$ cat src/rtl/mesi_pkg.sv
// Shared encodings for the MESI line-state controller.
// Assumes: state, bus-op and processor-op codes are 2 bits wide.
package mesi_pkg;

    // Line state encoding, visible on the state port.
    typedef enum logic [1:0] {
        ST_I = 2'b00,
        ST_S = 2'b01,
        ST_E = 2'b10,
        ST_M = 2'b11
    } line_st_t;

    // Bus transaction codes, used for both issued and snooped ops.
    typedef enum logic [1:0] {
        BOP_RD   = 2'b00,
        BOP_RDX  = 2'b01,
        BOP_UPGR = 2'b10,
        BOP_WB   = 2'b11
    } bus_op_t;

    // Processor request codes (code 3 behaves as a read).
    typedef enum logic [1:0] {
        COP_READ  = 2'b00,
        COP_WRITE = 2'b01,
        COP_EVICT = 2'b10
    } cpu_op_t;

endpackage

$ cat src/rtl/mesi_snoop_unit.sv
// Snoop responder: decides the reply to one snooped op for the addressed line.
// Assumes: cur_st is the current state of the snooped line; purely combinational.
module mesi_snoop_unit
    import mesi_pkg::*;
(
    input  logic       snp_valid,
    input  logic [1:0] snp_op,
    input  logic [1:0] cur_st,
    output logic       shared_o,
    output logic       sup_valid_o,
    output logic       sup_dirty_o,
    output logic       upd_en_o,
    output logic [1:0] upd_st_o
);

    logic owned;
    assign owned = (cur_st == ST_M) || (cur_st == ST_E);

    // Snoop reply and demotion for the snooped line.
    always_comb begin
        shared_o    = snp_valid && (cur_st != ST_I);
        sup_valid_o = 1'b0;
        sup_dirty_o = 1'b0;
        upd_en_o    = 1'b0;
        upd_st_o    = cur_st;
        if (snp_valid && (cur_st != ST_I)) begin
            unique case (snp_op)
                BOP_RD: begin
                    if (owned) begin
                        sup_valid_o = 1'b1;
                        sup_dirty_o = (cur_st == ST_M);
                        upd_en_o    = 1'b1;
                        upd_st_o    = ST_S;
                    end
                end
                BOP_RDX: begin
                    sup_valid_o = owned;
                    sup_dirty_o = (cur_st == ST_M);
                    upd_en_o    = 1'b1;
                    upd_st_o    = ST_I;
                end
                BOP_UPGR: begin
                    sup_valid_o = (cur_st == ST_M);
                    sup_dirty_o = (cur_st == ST_M);
                    upd_en_o    = 1'b1;
                    upd_st_o    = ST_I;
                end
                default: begin
                end
            endcase
        end
    end

endmodule

$ cat src/rtl/mesi_req_unit.sv
// Processor-side sequencer: classifies requests as hit or miss, holds one
// outstanding bus transaction and installs the line on acknowledge.
// Assumes: cpu_line_st is the state of cpu_req_idx, pend_line_st the state of
// the pending line; collide is high when a snoop names the processor's line.
module mesi_req_unit
    import mesi_pkg::*;
#(
    parameter int IDX_W = 2
) (
    input  logic             clk,
    input  logic             rst_n,
    input  logic             cpu_req_valid,
    input  logic [1:0]       cpu_req_op,
    input  logic [IDX_W-1:0] cpu_req_idx,
    input  logic [1:0]       cpu_line_st,
    input  logic [1:0]       pend_line_st,
    input  logic             collide,
    input  logic             bus_ack,
    input  logic             bus_shared_in,
    output logic             cpu_hit,
    output logic             cpu_stall,
    output logic             bus_req_valid,
    output logic [1:0]       bus_req_op,
    output logic [IDX_W-1:0] bus_req_idx,
    output logic             hit_upd_en,
    output logic [1:0]       hit_upd_st,
    output logic             ack_upd_en,
    output logic [1:0]       ack_upd_st
);

    logic             busy_q;
    logic [1:0]       pend_op_q;
    logic [IDX_W-1:0] pend_idx_q;
    logic             is_write;
    logic             is_evict;
    logic             need_bus;
    logic             can_go;
    logic             capture;

    // Request classification against the current line state.
    always_comb begin
        is_write = (cpu_req_op == COP_WRITE);
        is_evict = (cpu_req_op == COP_EVICT);
        if (is_write)
            need_bus = (cpu_line_st == ST_I) || (cpu_line_st == ST_S);
        else if (is_evict)
            need_bus = (cpu_line_st == ST_M);
        else
            need_bus = (cpu_line_st == ST_I);
        can_go     = cpu_req_valid && !busy_q && !collide;
        cpu_hit    = can_go && !need_bus;
        cpu_stall  = cpu_req_valid && !cpu_hit;
        capture    = can_go && need_bus;
        hit_upd_en = cpu_hit && ((is_write && (cpu_line_st == ST_E)) ||
                                 (is_evict && (cpu_line_st != ST_I)));
        hit_upd_st = is_write ? ST_M : ST_I;
    end

    // Bus op follows the pending line's present state, so a lost copy turns an upgrade into read-exclusive.
    always_comb begin
        unique case (pend_op_q)
            COP_WRITE: bus_req_op = (pend_line_st == ST_S) ? BOP_UPGR : BOP_RDX;
            COP_EVICT: bus_req_op = BOP_WB;
            default:   bus_req_op = BOP_RD;
        endcase
        ack_upd_en = busy_q && bus_ack;
        if (pend_op_q == COP_WRITE)
            ack_upd_st = ST_M;
        else if (pend_op_q == COP_EVICT)
            ack_upd_st = ST_I;
        else
            ack_upd_st = bus_shared_in ? ST_S : ST_E;
    end

    // Outstanding-transaction register: set on a miss, cleared on acknowledge.
    always_ff @(posedge clk) begin
        if (!rst_n) begin
            busy_q     <= 1'b0;
            pend_op_q  <= COP_READ;
            pend_idx_q <= '0;
        end else if (capture) begin
            busy_q     <= 1'b1;
            pend_op_q  <= cpu_req_op;
            pend_idx_q <= cpu_req_idx;
        end else if (ack_upd_en) begin
            busy_q     <= 1'b0;
        end
    end

    assign bus_req_valid = busy_q;
    assign bus_req_idx   = pend_idx_q;

endmodule

$ cat src/rtl/mesi_line_array.sv
// State store: one 2-bit register per line with three update ports.
// Assumes: priority acknowledge > snoop > processor hit when ports name one line.
module mesi_line_array
    import mesi_pkg::*;
#(
    parameter int NUM_LINES = 4,
    parameter int IDX_W     = 2
) (
    input  logic                      clk,
    input  logic                      rst_n,
    input  logic                      ack_en,
    input  logic [IDX_W-1:0]          ack_idx,
    input  logic [1:0]                ack_st,
    input  logic                      snp_en,
    input  logic [IDX_W-1:0]          snp_idx,
    input  logic [1:0]                snp_st,
    input  logic                      hit_en,
    input  logic [IDX_W-1:0]          hit_idx,
    input  logic [1:0]                hit_st,
    output logic [NUM_LINES-1:0][1:0] lines_o
);

    for (genvar g = 0; g < NUM_LINES; g++) begin : g_line
        // Per-line state register with prioritised update.
        always_ff @(posedge clk) begin
            if (!rst_n)
                lines_o[g] <= ST_I;
            else if (ack_en && (ack_idx == IDX_W'(g)))
                lines_o[g] <= ack_st;
            else if (snp_en && (snp_idx == IDX_W'(g)))
                lines_o[g] <= snp_st;
            else if (hit_en && (hit_idx == IDX_W'(g)))
                lines_o[g] <= hit_st;
        end
    end

endmodule

$ cat src/rtl/mesi_line_ctrl.sv
// MESI line-state controller top: ties the state store, the snoop responder
// and the processor-side sequencer together.
// Assumes: NUM_LINES is a power of two (at least 2); the bus never acknowledges
// the pending transaction in the same cycle as a snoop to that same line.
module mesi_line_ctrl
    import mesi_pkg::*;
#(
    parameter  int NUM_LINES = 4,
    localparam int IDX_W     = $clog2(NUM_LINES)
) (
    input  logic                   clk,
    input  logic                   rst_n,
    input  logic                   cpu_req_valid,
    input  logic [1:0]             cpu_req_op,
    input  logic [IDX_W-1:0]       cpu_req_idx,
    output logic                   cpu_hit,
    output logic                   cpu_stall,
    output logic                   bus_req_valid,
    output logic [1:0]             bus_req_op,
    output logic [IDX_W-1:0]       bus_req_idx,
    input  logic                   bus_ack,
    input  logic                   bus_shared_in,
    input  logic                   snoop_valid,
    input  logic [1:0]             snoop_op,
    input  logic [IDX_W-1:0]       snoop_idx,
    output logic                   snoop_shared_out,
    output logic                   supply_valid,
    output logic                   supply_dirty,
    output logic [2*NUM_LINES-1:0] line_state_o
);

    logic [NUM_LINES-1:0][1:0] lines;
    logic [1:0]                cpu_line_st;
    logic [1:0]                snp_line_st;
    logic [1:0]                pend_line_st;
    logic                      collide;
    logic                      snp_upd_en;
    logic [1:0]                snp_upd_st;
    logic                      hit_upd_en;
    logic [1:0]                hit_upd_st;
    logic                      ack_upd_en;
    logic [1:0]                ack_upd_st;

    // Read ports into the state store and same-line detection.
    always_comb begin
        cpu_line_st  = lines[cpu_req_idx];
        snp_line_st  = lines[snoop_idx];
        pend_line_st = lines[bus_req_idx];
        collide      = snoop_valid && cpu_req_valid && (snoop_idx == cpu_req_idx);
    end

    mesi_snoop_unit u_snoop (
        .snp_valid   (snoop_valid),
        .snp_op      (snoop_op),
        .cur_st      (snp_line_st),
        .shared_o    (snoop_shared_out),
        .sup_valid_o (supply_valid),
        .sup_dirty_o (supply_dirty),
        .upd_en_o    (snp_upd_en),
        .upd_st_o    (snp_upd_st)
    );

    mesi_req_unit #(.IDX_W(IDX_W)) u_req (
        .clk           (clk),
        .rst_n         (rst_n),
        .cpu_req_valid (cpu_req_valid),
        .cpu_req_op    (cpu_req_op),
        .cpu_req_idx   (cpu_req_idx),
        .cpu_line_st   (cpu_line_st),
        .pend_line_st  (pend_line_st),
        .collide       (collide),
        .bus_ack       (bus_ack),
        .bus_shared_in (bus_shared_in),
        .cpu_hit       (cpu_hit),
        .cpu_stall     (cpu_stall),
        .bus_req_valid (bus_req_valid),
        .bus_req_op    (bus_req_op),
        .bus_req_idx   (bus_req_idx),
        .hit_upd_en    (hit_upd_en),
        .hit_upd_st    (hit_upd_st),
        .ack_upd_en    (ack_upd_en),
        .ack_upd_st    (ack_upd_st)
    );

    mesi_line_array #(.NUM_LINES(NUM_LINES), .IDX_W(IDX_W)) u_array (
        .clk     (clk),
        .rst_n   (rst_n),
        .ack_en  (ack_upd_en),
        .ack_idx (bus_req_idx),
        .ack_st  (ack_upd_st),
        .snp_en  (snp_upd_en),
        .snp_idx (snoop_idx),
        .snp_st  (snp_upd_st),
        .hit_en  (hit_upd_en),
        .hit_idx (cpu_req_idx),
        .hit_st  (hit_upd_st),
        .lines_o (lines)
    );

    assign line_state_o = lines;

endmodule

$ cat config.mk
export PLATFORM = sky130hd
export DESIGN_NAME = mesi_line_ctrl
export DESIGN_NICKNAME = d
export VERILOG_FILES = /design/src/rtl/mesi_pkg.sv /design/src/rtl/mesi_snoop_unit.sv /design/src/rtl/mesi_req_unit.sv /design/src/rtl/mesi_line_array.sv /design/src/rtl/mesi_line_ctrl.sv
export SDC_FILE = /design/constraint.sdc
export NUM_CORES = 1
export LEC_CHECK = 0
export CAP_MARGIN = 25
export CORE_UTILIZATION = 35
export DETAILED_ROUTE_END_ITERATION = 10
export PLACE_DENSITY = 0.58
export SETUP_SLACK_MARGIN = 0.3
export SLEW_MARGIN = 40
export SYNTH_ARGS = -nofsm -noshare
export SYNTH_HDL_FRONTEND = slang
export SYNTH_SLANG_ARGS = --single-unit
$ cat constraint.sdc
create_clock -name clk -period 2.05 [get_ports clk]
set_input_delay 0.205 -clock clk [delete_from_list [all_inputs] [get_ports clk]]
set_output_delay 0.205 -clock clk [all_outputs]
set_load 0.05 [all_outputs]
==> results.py, run 1 <==
metrics = {
    "critical_path": {
        "r2r-end": "u_req.bus_req_idx[0]",
        "worstPathRequired_ns": 1.85,
        "rrSetupSlack_ns": -0.10,
        "r2r-start": "u_array.lines_o[2]",
        "endpoint_kind": "primary output",
        "startpoint_type": "flip-flop",
        "critPathKind": "reg2out",
        "arrival_ns": 1.98,
        "r2r_cells": 8,
        "path_max_fanout": 3,
    },
    "detailed_routing": {
        "vias_per_cell": 5.462,
        "routedWlPerCell_um": 16.13,
        "first_pass_iters": 4,
        "num_vias": 1491,
        "detail-route-antenna-nets": 0,
        "drt_iter0_markers": 77,
        "routed_wl_um": 4403,
        "route.detailed.drc": 0,
    },
    "floorplan": {
        "die_x_um": 64.62,
        "die_y_um": 64.62,
        "dieArea_um2": 4176,
        "core_um2": 3716,
        "row_count": 22,
        "start_util_pct": 36.94,
        "pin_count": 32,
    },
    "layout": {
        "fillers": 351,
        "diodes": 0,
        "syn_to_final_growth_pct": 62.17,
        "final_cell_mix": "26 x buf_4, 14 x inv_1, 14 x nand2_1",
        "fin_nets": 246,
        "finish.utilization_pct": 59.90,
        "final_common_cell": "buf_4",
        "stdcell_count": 273,
        "drive_above_1_share_pct": 41.78,
    },
    "clock_network": {
        "clockBufferDepth": 2,
        "clk_latency_ns": 0.24,
        "cts.htree.levels": 1,
        "cts_sinks": 13,
        "holdBufCountCts": 0,
        "cts_tree": "yes",
        "clkSlewWorstSetupHoldPaths_ns": 0.05,
        "cts_buffers": 3,
        "root_buffer": "clkbuf_8",
    },
    "pwr": {
        "combPwrFrac_pct": 36.4,
        "sw_frac_of_total_pct": 33.08,
        "p_clk_share_pct": 29.4,
        "ir_drop_v": 0.0004071,
        "p_per_area_nw_per_um2": 347.1,
        "p_leak_uw": 0.0009177,
        "p_switching_uw": 255.6,
        "internal_power_uw": 517.1,
        "seq_power_share_pct": 34.2,
    },
    "status": {
        "status": "finished with violations",
        "violations": "setup timing",
    },
    "yosys": {
        "synth_top_area_share_pct": 18.96,
        "synthesis.area_um2": 1373,
        "synthDistinctLibCells": 54,
        "ys_seq_area_share_pct": 18.96,
        "synth_fp_nets": 182,
        "ys_warn_count": 0,
        "ys.flop_type": "dfxtp_1",
        "yosys.area.top_type": "dfxtp_1",
        "ys_ff_latch": 13,
        "synth_edf_count": 0,
        "synth-async-reset-ratio_pct": 0,
        "ys_top_cells_by_area": "dfxtp_1 19%, ha_1 5.5%, mux4_2 4.9%",
        "synth.avg_cell_area_um2": 8.473,
        "syn_inst": 162,
    },
    "global_routing": {
        "grt_util_met3_pct": 1.761,
        "antenna_found_initial": 0,
        "met2_usage_pct": 37.50,
        "grt.busiest_layer": "met2",
        "grt_pass1_wl_um": 7010,
        "grt_pass1_vias": 1473,
        "grt.met1_usage_pct": 28.00,
        "grt_use_total_pct": 22.03,
        "grt_max_degree": 18,
        "gr-total-overflow": 0,
    },
    "sta": {
        "fin_crit_sh_pct": 106.8,
        "drv_slew": 0,
        "skew_ns": 0.001411,
        "hold_violations": 0,
        "grt_setup_unrepaired": "yes",
        "tightest_slew_ns": 0.5826,
        "slew_headroom_pct": 61.04,
        "finalCriticalPeriod_ns": 2.189,
        "fmax_ghz": 0.4568,
        "finalSetupViolations": 9,
        "worst_slack_ns": -0.1391,
    },
    "hold_path": {
        "holdPathEnd": "u_req.pend_op_q[1]",
        "hold_depth": 2,
        "hold_class": "reg2reg",
        "min_from": "u_req.pend_op_q[1]",
    },
    "run": {
        "maxCapViolations": 0,
    },
    "placed_design": {
        "dp_hpwl_um": 3080,
        "placed_cells": 253,
        "place.gp.congestion": 0.9568,
        "io_buffers": 31,
        "dp_slack_ns": -0.4418,
    },
}
## power by group through the flow
stage	clock (uW)	combinational, uW	sequential (uW)
final	227	282	264
after global placement	0	249	269
after floorplan	0	141	284
after CTS	236	264	263
after global routing	249	299	265
after detailed placement	0	254	269
## kinds of logic after synthesis
logic type / after synthesis / synth area share (%)
adders and majority gates: 7 / 6.290
and+or+nand+nor: 64 / 26.16
AOI/OAI and AO/OA: 39 / 23.15
buffers and inverters: 22 / 8.477
xor gates and xnor gates: 6 / 3.829
muxes: 11 / 13.13
DFF: 13 / 18.96
## registers in the layout (all words and copies together) (netlist names)
signal               cells
u_req.bus_req_idx        2
u_req.bus_req_valid      1
u_array.lines_o          8
u_req.pend_op_q          2
## through the flow
stage | total power [uW] | TNS (ns) | area (um^2) | hold slack, ns
2_1_floorplan | 425.3 | -0.1043 | 1444 | 0.3539
3_3_place_gp | 518.3 | -4.194 | 1929 | 0.4650
3_5_place_dp | 522.9 | -4.810 | 1929 | 0.4740
4_1_cts | 763.4 | -0.2140 | 2131 | 0.4812
5_1_grt | 813.0 | -1.548 | 2226 | 0.5244
6_report | 772.6 | -0.5093 | 2226 | 0.4763
## layout make-up
type                       instances  area [um^2]  area share [%]
timing repair buffer              66        650.6           29.23
inverter                          15        58.81           2.642
multi-input combinational        127         1119           50.25
tap                               48        60.06           2.698
clock buffer                       4        45.04           2.024
sequential                        13        292.8           13.15
## worst max-delay path by stage
stage | from | to | slack (ns) | cells after the start
finish | u_array.lines_o[2] | cpu_stall | -0.14 | 6
detailed placement | snoop_op[0] | u_array.lines_o[2] | -0.44 | 8
global placement | snoop_op[0] | u_array.lines_o[2] | -0.38 | 8
CTS | u_array.lines_o[6] | cpu_stall | -0.15 | 6
floorplan | u_array.lines_o[6] | cpu_stall | -0.10 | 5
global route | u_array.lines_o[6] | cpu_stall | -0.19 | 6
## routing by layer
metal  routed length [um]  up-vias
li1                     -      714
met3                  278       10
met4                   95        0
met2                 2153       64
met5                    0        -
met1                 1875      703
## cells in the mapped netlist, types with 2 or more instances
cell,instances
mux2i_1,6
inv_1,15
a2bb2oi_1,2
o21a_1,3
mux4_2,3
a211oi_2,2
xnor2_1,6
a21o_1,3
nand4_1,2
o22a_1,3
nor2b_1,6
nor2_1,11
nand4b_1,3
o22ai_1,3
dfxtp_1,13
a21boi_0,2
buf_6,3
mux4_1,2
ha_1,6
nor3_1,4
nand2_1,14
a21boi_2,2
nor3b_1,3
nand3b_1,3
nand3_1,7
o21ai_0,7
## what timing repair did
action,in CTS,in global routing
cloned,0,0
gates resized for setup,36,14
endpoints found under the setup margin,21,23
buffers inserted,11,5
pin swaps,12,5
## worst max-delay path: stages (launching register included)
cell and delay (ns):
dfxtp_4 0.34, mux4_2 0.48, maj3_2 0.30, o22a_1 0.21, and2_4 0.16, nor2_4 0.10, buf_12 0.14
No activity file was read; power rests on OpenSTA's default activity.
==> run 2: changes to the inputs <==
--- a/config.mk
+++ b/config.mk
@@ -6,6 +6,7 @@
 export NUM_CORES = 1
 export LEC_CHECK = 0
 export CAP_MARGIN = 25
+export CORE_MARGIN = 3
 export CORE_UTILIZATION = 35
 export DETAILED_ROUTE_END_ITERATION = 10
 export PLACE_DENSITY = 0.58
==> results.py, run 2 (synthesis gave the netlist of run 1 again) <==
metrics = {
    "layout": {
        "diodes": 0,
        "drive_above_1_share_pct": 38.57,
        "fillers": 347,
        "final_cell_mix": "26 x buf_4, 14 x inv_1, 14 x nand2_1, 14 x clkdlybuf4s50_1, 10 x buf_6",
        "finish.utilization_pct": 58.65,
        "fin_nets": 244,
        "multi_input_area_um2": 1106,
        "largest_reg_flops": 8,
        "seqCellArea_um2": 292.8,
        "top_register": "u_array.lines_o",
        "final_common_cell": "buf_4",
        "syn_to_final_growth_pct": 58.80,
    },
    "pwr": {
        "sw_frac_of_total_pct": 32.90,
        "combPwrFrac_pct": 35.1,
        "p_switching_uw": 250.8,
        "seq_power_share_pct": 34.7,
        "p_leak_uw": 0.0008664,
        "internal_power_uw": 511.5,
        "ir_drop_v": 0.0005217,
        "p_clk_share_pct": 30.1,
        "p_total_uw": 762.3,
        "p_per_area_nw_per_um2": 349.7,
    },
    "clock_network": {
        "holdBufCountCts": 0,
        "cts.htree.levels": 1,
        "clockBufferDepth": 2,
        "cts_buffers": 3,
        "clkSlewWorstSetupHoldPaths_ns": 0.06,
        "cts_tree": "yes",
        "cts_sinks": 13,
        "clk_latency_ns": 0.24,
        "root_buffer": "clkbuf_8",
    },
    "sta": {
        "fin_crit_sh_pct": 106.0,
        "finalCriticalPeriod_ns": 2.173,
        "drv_slew": 0,
        "tightest_slew_ns": 0.5321,
        "slew_headroom_pct": 64.42,
        "fmax_ghz": 0.4601,
        "skew_ns": 0.003019,
        "worst_slack_ns": -0.1233,
        "grt_setup_unrepaired": "yes",
        "finalSetupViolations": 7,
        "hold_violations": 0,
    },
    "detailed_routing": {
        "detail-route-antenna-nets": 0,
        "routedWlPerCell_um": 16.05,
        "drt_iter0_markers": 102,
        "num_vias": 1460,
        "route.detailed.drc": 0,
        "routed_wl_um": 4350,
        "first_pass_iters": 4,
        "vias_per_cell": 5.387,
    },
    "critical_path": {
        "r2r-start": "u_array.lines_o[2]",
        "crit_path_end": "cpu_stall",
        "r2r-end": "u_array.lines_o[2]",
        "endpoint_kind": "primary output",
        "cp_slowest_cell": "mux4_2",
        "arrival_ns": 1.97,
        "crit_chain": "mux4_2 > maj3_2 > o22a_1 > and2_4 > nor2_4 > buf_12",
        "path_max_fanout": 2,
        "rrSetupSlack_ns": -0.06,
        "startpoint_type": "flip-flop",
        "r2r_cells": 7,
        "max_stage_delay_ns": 0.48,
        "critPathKind": "reg2out",
        "cp-startpoint": "u_array.lines_o[6]",
        "worstPathRequired_ns": 1.85,
    },
    "floorplan": {
        "die_x_um": 68.62,
        "core_um2": 3716,
        "row_count": 22,
        "pin_count": 32,
        "start_util_pct": 36.94,
        "die_y_um": 68.62,
        "dieArea_um2": 4709,
    },
    "run": {
        "maxCapViolations": 0,
    },
    "placed_design": {
        "dp_slack_ns": -0.4326,
        "dp_hpwl_um": 3198,
        "place.gp.congestion": 0.8915,
        "io_buffers": 31,
    },
    "status": {
        "violations": "setup timing",
        "status": "finished with violations",
    },
    "hold_path": {
        "hold_class": "reg2reg",
        "hold_depth": 2,
    },
    "global_routing": {
        "grt_use_total_pct": 20.35,
        "gr-total-overflow": 0,
        "grt_pass1_vias": 1473,
        "antenna_found_initial": 0,
        "grt_max_degree": 18,
        "grt_pass1_wl_um": 7010,
    },
}
-- run 2: cell types whose count changed in the layout (fill, tap and decap cells not counted), moves of 2 or more --
cell             delta
buf_6               -2
o21ai_2             -3
dlymetal6s2s_1      -3
clkdlybuf4s50_1     +2
nand3_1             +3
dlygate4sd2_1       +2
nand3_2             -3
o21ai_1             +3
-- run 2: worst min-delay path by stage --
stage,to,startpoint,slack (ns)
finish,u_req.pend_op_q[0],u_req.pend_op_q[0],0.47
CTS,u_req.pend_op_q[0],u_req.pend_op_q[0],0.48
global route,u_req.pend_op_q[1],u_req.pend_op_q[1],0.51
detailed placement,u_req.pend_op_q[0],u_req.pend_op_q[0],0.47
global placement,u_req.pend_op_q[1],u_req.pend_op_q[1],0.46
floorplan,u_req.pend_op_q[0],cpu_req_op[0],0.35
-- run 2: repair_timing --
action | 4_1_cts | 5_1_grt
endpoints found under the setup margin | 22 | 20
pin swaps | 14 | 2
buffers inserted | 10 | 2
resized for setup | 33 | 7
cloned | 0 | 0
-- run 2: critical path, delay by kind of cell (launching register included) --
| kind | cells | cell delay, ns |
|---|---|---|
| DFF | 1 | 0.34 |
| and+or+nand+nor | 2 | 0.24 |
| AOI/OAI and AO/OA | 1 | 0.21 |
| buffers and inverters | 1 | 0.14 |
| muxes | 1 | 0.48 |
| adders and majority gates | 1 | 0.31 |
-- run 2: layer usage --
metal	up-vias	wire length (um)	GRT usage (%)
li1	710	-	-
met1	683	1889	25.71
met2	52	2068	33.85
met3	15	235	2.269
met4	0	156	10.42
met5	-	0	0
-- run 2: power groups by stage --
stage | Combinational (uW) | Sequential [uW] | Clock (uW)
after floorplan | 141 | 284 | 0
after global placement | 252 | 269 | 0
after detailed placement | 255 | 270 | 0
after CTS | 262 | 264 | 236
after global routing | 289 | 266 | 245
final | 268 | 265 | 230
-- run 2: per-stage QoR --
stage	setup TNS (ns)	area (um^2)	cells	hold WS, ns
2_1_floorplan	-0.1043	1444	162	0.3539
3_3_place_gp	-4.301	1944	255	0.4649
3_5_place_dp	-4.905	1944	255	0.4689
4_1_cts	-0.2490	2137	269	0.4764
5_1_grt	-1.145	2180	271	0.5135
6_report	-0.3316	2180	271	0.4689
-- run 2: layout make-up --
cell class,instances,area share (%)
Clock buffer,4,2.067
Inverter,15,2.698
Multi-Input combinational cell,127,50.75
Sequential cell,13,13.43
Tap cell,48,2.755
Timing Repair Buffer,64,28.30
==> run 3: changes to the inputs <==
--- a/config.mk
+++ b/config.mk
@@ -5,10 +5,12 @@
 export SDC_FILE = /design/constraint.sdc
 export NUM_CORES = 1
 export LEC_CHECK = 0
+export ABC_CLOCK_PERIOD_IN_PS = 2050
 export CAP_MARGIN = 25
 export CORE_MARGIN = 3
 export CORE_UTILIZATION = 35
 export DETAILED_ROUTE_END_ITERATION = 10
+export GPL_TIMING_DRIVEN = 0
 export PLACE_DENSITY = 0.58
 export SETUP_SLACK_MARGIN = 0.3
 export SLEW_MARGIN = 40
==> results.py, run 3 (synthesis gave the netlist of run 1 again) <==
metrics = {
    "status": {
        "status": "finished with violations",
        "violations": "setup timing",
    },
    "critical_path": {
        "endpoint_kind": "primary output",
        "r2r-start": "u_array.lines_o[0]",
        "path_max_fanout": 3,
        "crit_chain": "mux4_2 > maj3_2 > o22a_1 > and2_4 > nor2_4 > buf_8",
        "startpoint_type": "flip-flop",
        "cp_slowest_cell": "mux4_2",
        "max_stage_delay_ns": 0.48,
        "worstPathRequired_ns": 1.85,
        "critPathKind": "reg2out",
        "cp-startpoint": "u_array.lines_o[0]",
        "arrival_ns": 1.98,
    },
    "placed_design": {
        "dp_hpwl_um": 2996,
        "io_buffers": 26,
        "placed_cell_area_um2": 1764,
        "place.gp.congestion": 0.9130,
        "placed_cells": 236,
    },
    "global_routing": {
        "grt_max_degree": 11,
        "antenna_found_initial": 0,
        "grt_pass1_wl_um": 6934,
        "grt_pass1_vias": 1425,
        "gr-total-overflow": 0,
        "grt_use_total_pct": 19.76,
    },
    "detailed_routing": {
        "detail-route-antenna-nets": 0,
        "vias_per_cell": 5.536,
        "first_pass_iters": 4,
        "num_vias": 1445,
        "routed_wl_um": 4324,
        "route.detailed.drc": 0,
        "drt_iter0_markers": 83,
        "routedWlPerCell_um": 16.57,
    },
    "layout": {
        "fin_nets": 234,
        "stdcell_count": 261,
        "final_cell_mix": "16 x buf_6, 14 x inv_1, 14 x nand2_1",
        "top_register": "u_array.lines_o",
        "diodes": 0,
        "stdcell_area_um2": 2127,
        "drive_above_1_share_pct": 40.85,
        "final_common_cell": "buf_6",
        "seqCellArea_um2": 292.8,
        "fillers": 344,
        "multi_input_area_um2": 1139,
        "syn_to_final_growth_pct": 54.97,
        "largest_reg_flops": 8,
    },
    "clock_network": {
        "cts_sinks": 13,
        "clkSlewWorstSetupHoldPaths_ns": 0.05,
        "cts_buffers": 3,
        "root_buffer": "clkbuf_8",
        "clk_latency_ns": 0.24,
        "holdBufCountCts": 0,
        "cts_tree": "yes",
        "clockBufferDepth": 2,
        "cts.htree.levels": 1,
    },
    "hold_path": {
        "min_from": "cpu_req_idx[1]",
        "hold_class": "in2reg",
    },
    "sta": {
        "hold-worst-slack_ns": 0.2592,
        "fin_crit_sh_pct": 106.7,
        "grt_setup_unrepaired": "yes",
        "skew_ns": 0.004025,
        "finalSetupViolations": 4,
        "drv_slew": 0,
        "tightest_slew_ns": 0.5122,
        "fmax_ghz": 0.4574,
        "worst_slack_ns": -0.1364,
        "slew_headroom_pct": 65.80,
        "finalCriticalPeriod_ns": 2.186,
        "hold_violations": 0,
    },
    "pwr": {
        "p_switching_uw": 243.4,
        "p_clk_share_pct": 30.4,
        "combPwrFrac_pct": 33.8,
        "p_leak_uw": 0.0008537,
        "internal_power_uw": 492.3,
        "ir_drop_v": 0.0003140,
        "p_per_area_nw_per_um2": 345.9,
        "sw_frac_of_total_pct": 33.09,
        "seq_power_share_pct": 35.7,
    },
    "floorplan": {
        "pin_count": 32,
        "start_util_pct": 36.94,
        "die_x_um": 68.62,
        "core_um2": 3716,
        "dieArea_um2": 4709,
        "die_y_um": 68.62,
        "row_count": 22,
    },
    "run": {
        "maxCapViolations": 0,
    },
}
==> run 3: cell types whose count changed in the layout (fill, tap and decap cells not counted), sizes merged <==
| cell | previous run | this run |
|---|---|---|
| clkbuf | 4 | 5 |
| dlymetal6s2s | 0 | 2 |
| clkdlybuf4s50 | 14 | 13 |
| dlygate4sd2 | 9 | 5 |
| clkdlybuf4s15 | 1 | 0 |
| buf | 40 | 33 |
==> run 3: cell type report <==
cell class | instances | share of cell area (%)
multi-input combinational | 127 | 53.53
timing repair buffer | 47 | 22.00
sequential | 13 | 13.76
buffer | 7 | 2.882
inverter | 15 | 2.882
tap | 48 | 2.824
clock buffer | 4 | 2.118
==> run 3: metal layers <==
metal | GRT usage (%) | wire length (um)
met1 | 25.89 | 1832
met2 | 33.37 | 2176
met3 | 2.269 | 231
met4 | 6.700 | 83
met5 | 0 | 0
==> run 3: stage by stage <==
stage | power, uW | TNS (ns) | setup WS (ns) | util, %
floorplan | 425.3 | -0.1043 | -0.1043 | -
global placement | 488.7 | -5.328 | -0.6399 | 47.47
detailed placement | 493.7 | -5.764 | -0.6816 | 47.47
CTS | 736.0 | -0.2033 | -0.1131 | 55.22
global route | 780.1 | -0.7871 | -0.1862 | 57.24
finish | 735.7 | -0.2977 | -0.1364 | 57.24
==> run 3: worst max-delay path, delay by kind of cell, from the launching register on <==
family	cells	cell delay (ns)
AO/OA/AOI/OAI	1	0.21
adder cells (fa/ha/maj)	1	0.32
buffers and inverters	1	0.15
flip-flops	1	0.35
multiplexers	1	0.48
AND/OR/NAND/NOR	2	0.23
==> run 3: timing repair <==
item                       CTS  global route
setup buffers               17             4
pin swaps                   14             6
setup endpoints to repair   20            22
gates resized for setup     83            14
==> run 3: power groups by stage <==
stage / Clock (uW) / Combinational, uW / Sequential [uW]
global placement: 0 / 221 / 268
detailed placement: 0 / 225 / 268
floorplan: 0 / 141 / 284
CTS: 231 / 242 / 262
finish: 224 / 249 / 263
global route: 249 / 267 / 264
==> run 3: path summary, 6_finish.rpt <==
check	end	slack (ns)	depth (start not counted)
setup reg to reg	u_array.lines_o[2]	-0.02	7
setup / recovery	cpu_stall	-0.14	6
hold reg to reg	u_req.pend_op_q[1]	0.47	2
hold / removal	u_req.bus_req_idx[1]	0.26	3
